## config.mk

```make
export PLATFORM = sky130hd
export DESIGN_NAME = pwb_engine
export DESIGN_NICKNAME = d
export VERILOG_FILES = /design/src/rtl/pwb_pkg.sv /design/src/rtl/pwb_latch.sv /design/src/rtl/pwb_timer.sv /design/src/rtl/pwb_engine.sv
export SDC_FILE = /design/constraint.sdc
export NUM_CORES = 1
export LEC_CHECK = 0
export BUFFER_PORTS_ARGS = -buffer_cell sky130_fd_sc_hd__buf_2
export CORE_MARGIN = 5
export CORE_UTILIZATION = 54
export DETAILED_ROUTE_END_ITERATION = 8
export PLACE_DENSITY_LB_ADDON = 0.1
export SLEW_MARGIN = 20
export SYNTH_ARGS = -nofsm -noshare
export SYNTH_HDL_FRONTEND = slang
export SYNTH_SLANG_ARGS = --single-unit
```

## constraint.sdc

```tcl
create_clock -name clk -period 2.77 [get_ports clk]
set_input_delay 0.4155 -clock clk [delete_from_list [all_inputs] [get_ports clk]]
set_output_delay 0.4155 -clock clk [all_outputs]
set_load 0.05 [all_outputs]
```

## src/rtl/pwb_pkg.sv

```systemverilog
package pwb_pkg;

    typedef struct packed {
        logic is_status;
        logic any_rx;
    } txn_ctl_t;

    // Returns 1 when addr falls in the region guarded by protection level bp.
    function automatic logic prot_hit(input int addr, input int addr_w, input logic [1:0] bp);
        int top;
        int thr;
        top = 1 << addr_w;
        case (bp)
            2'b00:   thr = top;
            2'b01:   thr = top - top / 4;
            2'b10:   thr = top / 2;
            default: thr = 0;
        endcase
        return addr >= thr;
    endfunction

endpackage

```

## src/rtl/pwb_latch.sv

```systemverilog
module pwb_latch #(
    parameter int PAGE_BYTES = 16,
    parameter int OFS_W      = $clog2(PAGE_BYTES)
) (
    input  logic             clk,
    input  logic             rst,
    input  logic             clear,
    input  logic [OFS_W-1:0] ofs_in,
    input  logic             wr,
    input  logic             drop,
    input  logic [7:0]       wdata,
    input  logic [OFS_W-1:0] rd_idx,
    output logic [7:0]       rd_data,
    output logic             rd_vld,
    output logic [OFS_W-1:0] cur_ofs
);

    logic [7:0]            slot [PAGE_BYTES];
    logic [PAGE_BYTES-1:0] filled;

    // In-page offset: wraps naturally inside the page.
    always_ff @(posedge clk) begin
        if (rst)        cur_ofs <= '0;
        else if (clear) cur_ofs <= ofs_in;
        else if (wr)    cur_ofs <= cur_ofs + 1'b1;
    end

    for (genvar g = 0; g < PAGE_BYTES; g++) begin : g_slot
        always_ff @(posedge clk) begin
            if (rst || clear) begin
                filled[g] <= 1'b0;
            end else if (wr && !drop && cur_ofs == OFS_W'(g)) begin
                filled[g] <= 1'b1;
            end
        end
        always_ff @(posedge clk) begin
            if (wr && !drop && cur_ofs == OFS_W'(g)) slot[g] <= wdata;
        end
    end

    assign rd_data = slot[rd_idx];
    assign rd_vld  = filled[rd_idx];

    AST_DROP_KEEPS_MASK: assert property (@(posedge clk) disable iff (rst)
        wr && drop && !clear |=> $stable(filled));

endmodule

```

## src/rtl/pwb_timer.sv

```systemverilog
module pwb_timer #(
    parameter int BUSY_CYC = 40,
    parameter int CW       = $clog2(BUSY_CYC + 1)
) (
    input  logic          clk,
    input  logic          rst,
    input  logic          go,
    output logic          busy,
    output logic          last,
    output logic [CW-1:0] cnt
);

    assign last = busy && (cnt == CW'(BUSY_CYC - 1));

    always_ff @(posedge clk) begin
        if (rst) begin
            busy <= 1'b0;
            cnt  <= '0;
        end else if (go && !busy) begin
            busy <= 1'b1;
            cnt  <= '0;
        end else if (busy) begin
            if (last) busy <= 1'b0;
            else      cnt  <= cnt + 1'b1;
        end
    end

    AST_CNT_IN_RANGE: assert property (@(posedge clk) disable iff (rst)
        busy |-> cnt < CW'(BUSY_CYC));

endmodule

```

## src/rtl/pwb_engine.sv

```systemverilog
module pwb_engine
    import pwb_pkg::*;
#(
    parameter int ADDR_W     = 8,
    parameter int PAGE_BYTES = 16,
    parameter int BUSY_CYC   = 40
) (
    input  logic              clk,
    input  logic              rst,
    input  logic              txn_start,
    input  logic              txn_status,
    input  logic [ADDR_W-1:0] txn_addr,
    input  logic              byte_vld,
    input  logic [7:0]        byte_data,
    input  logic              cs_rise,
    input  logic              cs_aligned,
    input  logic [1:0]        bp_level,
    input  logic              wp_n,
    input  logic              wel,
    output logic              mem_we,
    output logic [ADDR_W-1:0] mem_addr,
    output logic [7:0]        mem_wdata,
    output logic              bp_we,
    output logic [1:0]        bp_wdata,
    output logic              wip,
    output logic              wel_clear
);

    localparam int OFS_W  = $clog2(PAGE_BYTES);
    localparam int PAGE_W = ADDR_W - OFS_W;
    localparam int CW     = $clog2(BUSY_CYC + 1);

    txn_ctl_t          ctl;
    logic              collecting;
    logic [PAGE_W-1:0] page;
    logic [1:0]        stat_bp;
    logic              busy, last;
    logic [CW-1:0]     cnt;
    logic [OFS_W-1:0]  cur_ofs;
    logic [7:0]        rd_data;
    logic              rd_vld;
    logic              start_ok, accept, go, drop;

    assign start_ok = txn_start && !busy;
    assign accept   = collecting && !busy && byte_vld && !txn_start;
    assign go       = collecting && !busy && cs_rise && cs_aligned
                      && ctl.any_rx && wel && wp_n;
    assign drop     = ctl.is_status
                      || prot_hit(int'({page, cur_ofs}), ADDR_W, bp_level);

    always_ff @(posedge clk) begin
        if (rst) begin
            collecting <= 1'b0;
            ctl        <= '0;
            page       <= '0;
            stat_bp    <= '0;
        end else if (start_ok) begin
            collecting    <= 1'b1;
            ctl.is_status <= txn_status;
            ctl.any_rx    <= 1'b0;
            page          <= txn_addr[ADDR_W-1:OFS_W];
        end else if (!busy) begin
            if (accept) begin
                ctl.any_rx <= 1'b1;
                if (ctl.is_status) stat_bp <= byte_data[3:2];
            end
            if (cs_rise) collecting <= 1'b0;
        end
    end

    pwb_latch #(.PAGE_BYTES(PAGE_BYTES), .OFS_W(OFS_W)) u_latch (
        .clk     (clk),
        .rst     (rst),
        .clear   (start_ok),
        .ofs_in  (txn_addr[OFS_W-1:0]),
        .wr      (accept),
        .drop    (drop),
        .wdata   (byte_data),
        .rd_idx  (cnt[OFS_W-1:0]),
        .rd_data (rd_data),
        .rd_vld  (rd_vld),
        .cur_ofs (cur_ofs)
    );

    pwb_timer #(.BUSY_CYC(BUSY_CYC), .CW(CW)) u_timer (
        .clk  (clk),
        .rst  (rst),
        .go   (go),
        .busy (busy),
        .last (last),
        .cnt  (cnt)
    );

    // Sweep the page slots in the first PAGE_BYTES busy cycles.
    assign mem_we    = busy && !ctl.is_status && (cnt < CW'(PAGE_BYTES)) && rd_vld;
    assign mem_addr  = {page, cnt[OFS_W-1:0]};
    assign mem_wdata = rd_data;
    assign bp_we     = busy && ctl.is_status && (cnt == '0);
    assign bp_wdata  = stat_bp;
    assign wip       = busy;
    assign wel_clear = last;

    AST_WE_IN_BUSY: assert property (@(posedge clk) disable iff (rst)
        mem_we |-> wip);
    AST_CLEAR_ENDS_BUSY: assert property (@(posedge clk) disable iff (rst)
        wel_clear |=> !wip);
    AST_FALL_AFTER_CLEAR: assert property (@(posedge clk) disable iff (rst)
        $fell(wip) |-> $past(wel_clear));
    AST_ABORT_STAYS_IDLE: assert property (@(posedge clk) disable iff (rst)
        cs_rise && !cs_aligned && !wip |=> !wip);
    AST_STATUS_NO_ARRAY: assert property (@(posedge clk) disable iff (rst)
        bp_we |-> !mem_we);
    AST_BUSY_HOLDS: assert property (@(posedge clk) disable iff (rst)
        wip && !wel_clear |=> wip);

endmodule

```

==> flow_summary_export.csv <==
group,metric,value,unit
cts,cts.sinks,168,
timing,holdWs,234.5,ps
timing,skew,6.619,ps
die,core,12670,um^2
worst_setup_path,r2r_slack,720,ps
synthesis,ys_seq_area_frac,0.6613,
worst_setup_path,critPathKind,"reg2out",
synthesis,async_flop_share,0,
synthesis,yosys.area.top_type,"edfxtp_1",
final_layout,area_growth,15.95,%
power_and_ir_drop,leakagePower,2.794,nW
synthesis,synth_edf_count,128,
worst_setup_path,crit_path_end_kind,"primary output",
timing,final_max_slew_viol_count,0,
timing,hold_violations,0,
die,die_x,124.0,um
power_and_ir_drop,ir_drop,0.3532,mV
synthesis,synth_top_flop_cell,"edfxtp_1",
timing,maxSlewHeadroom,0.4164,
cts,clkLatencyLatePin,420,ps
global_route,grt_max_degree,34,
cts,cts_setup_buffers,0,
timing,rsz0062_at_grt,"false",
route,drc,0,
worst_setup_path,crit_fanout,32,
route,num_vias,4017,
route,antenna_left,0,
timing,fin_crit_sh,0.9853,
global_route,grt_pass1_wl,22950,um
synthesis,netlist.area_leader.share,0.5473,
place,io_buffers,48,
worst_hold_path,hold_path_class,"in2reg",
final_layout,fin_util,0.6426,
run_status,status,"completed",
die,start_util,0.5543,
route,wl,14890,um
cts,cts_tree,"built",
synthesis,syn_inst,463,
synthesis,syn_area,7023,um^2
route,via_per_inst,5.706,
synthesis,yosys-top-cells-area,"edfxtp_1, dfxtp_1, mux4_1",
synthesis,syn-num-nets,500,
global_route,grt_overflow,0,
worst_setup_path,rr_worst_depth,4,
synthesis,ys_ff_latch,168,
timing,setup_tns,0,ps
worst_hold_path,worstHoldPathCells,3,
cts,path_clk_slew,60,ps
cts,ctsHoldBuffers,0,
worst_setup_path,r2r-start,"collecting",
place,gp_congestion,0.8000,
timing,fmax,366.4,MHz
synthesis,yosys-top-cells-count,"edfxtp_1, dfxtp_1, nand2_1, nor2_1, nand3_1",
final_layout,diodes,0,
route,drtIter0Drc,408,
die,core.rowCount,41,
global_route,antenna_found_initial,0,
power_and_ir_drop,p_per_area,650.4,nW/um^2
route,dr.pass1.iters,4,
synthesis,synth_most_common_cell,"edfxtp_1",
timing,setup_ws,40.76,ps
worst_setup_path,required,2350,ps
route,wl_per_cell,21.15,um
synthesis,yosysWarnings,0,
final_layout,fin_area,8143,um^2
timing,setup_violations,0,
die,die_area,15390,um^2
synthesis,yosysUniqueCellTypes,47,
worst_setup_path,crit_arrival,2310,ps
place,place_ws,306.4,ps
final_layout,nets,556,
global_route,grt_util_all_layers,0.2087,
cts,h-tree-depth,4,
job,max_cap_violations,0,
worst_setup_path,r2r-end,"u_latch.slot[6][0]",
worst_setup_path,worstSetupStartpointType,"register",
final_layout,stdcell_count,704,
die,num_io_pins,49,
place,post_dp_cell_area,7560,um^2
cts,clock-root-buffer,"clkbuf_16",
place,place_hpwl,9859,um
die,dieHeight,124.0,um
global_route,grt_pass1_vias,4052,
final_layout,drive_gt1_frac,0.2556,
place,dp_cells,672,
worst_hold_path,hold_path_end,"ctl[1]",
cts,cts_buffers,17,
timing,post-route-min-period,2729,ps
power_and_ir_drop,p_total,5.296,mW
cts,cts_resized,0,
worst_hold_path,min_from,"txn_status",
timing,tightestPinTransition,875.4,ps
cts,cts_buffer_depth,2,
synthesis,synth.avg_cell_area,15.17,um^2
==> registers in the layout (all words and copies together) (netlist names), named ones only <==
register         flops
u_latch.slot       128
u_timer.cnt          6
u_latch.filled      16
collecting           1
ctl                  2
bp_wdata             2
page                 4
u_latch.cur_ofs      4
u_timer.busy         1
==> critical path: stages, from the launching register on <==
cell	delay, ps
dfxtp_2	340
buf_12	230
mux4_1	630
a22oi_1	340
nand2_1	110
buf_2	220
==> layer usage <==
layer	share of wire	GRT usage
met1	0.43	0.2829
met5	0	0
met2	0.49	0.3382
met4	0.018	0.07803
met3	0.063	0.04042
==> cell type report <==
| cell class | count | area (um^2) |
|---|---|---|
| Clock inverter | 9 | 125.1 |
| Fill cell | 935 | 4528 |
| Sequential cell | 168 | 4646 |
| Timing Repair Buffer | 73 | 465.4 |
| Clock buffer | 23 | 457.9 |
| Multi-Input combinational cell | 248 | 2192 |
| Tap cell | 172 | 215.2 |
| Inverter | 11 | 41.29 |
==> worst max-delay path by stage <==
stage | slack [ps] | cells past startpoint | start | to
after floorplan | -80 | 9 | bp_level[1] | u_latch.slot[10][0]
after global placement | 360 | 11 | bp_level[0] | u_latch.slot[15][6]
after detailed placement | 310 | 11 | bp_level[0] | u_latch.slot[4][7]
after CTS | 30 | 5 | register | mem_wdata[4]
after global routing | 10 | 5 | register | mem_wdata[4]
final | 40 | 5 | register | mem_wdata[4]
==> cell usage in the layout, fill, tap and decap left out, types with 4 or more instances in the layout <==
master     synthesis  routed
dfxtp_1           40      39
mux4_1            18      18
a21oi_1           11      10
nor4_2             0      12
mux4_2            18      18
nor2_1            33      32
a22oi_1           16      16
clkbuf_1           7       5
xor2_1             4       4
nand2_1           40      40
nand4_1            4       4
buf_2             12      48
inv_1             11      11
edfxtp_1         128     128
nand2b_1           9       9
ha_1              10      10
nor4_1            16       4
clkbuf_16          0      17
nand3_1           20      20
buf_4              5      22
o21ai_0           18      18
==> power by group <==
part	internal, mW	total (mW)	leakage (nW)	switching (mW)
Combinational	0.0625	0.229	1.04	0.166
Sequential	2.72	2.73	1.48	0.0143
Clock	1.43	2.33	0.283	0.898
==> cell families after synthesis <==
logic type / count (synthesis) / share of synthesized area
xor+xnor: 7 / 0.008730
mux: 39 / 0.1295
simple gates: 137 / 0.09585
buf+inv: 47 / 0.03902
fa+ha+maj: 10 / 0.01782
flops: 168 / 0.6613
compound gates: 55 / 0.04775
Note: power is estimated with default switching activity, not from simulation.
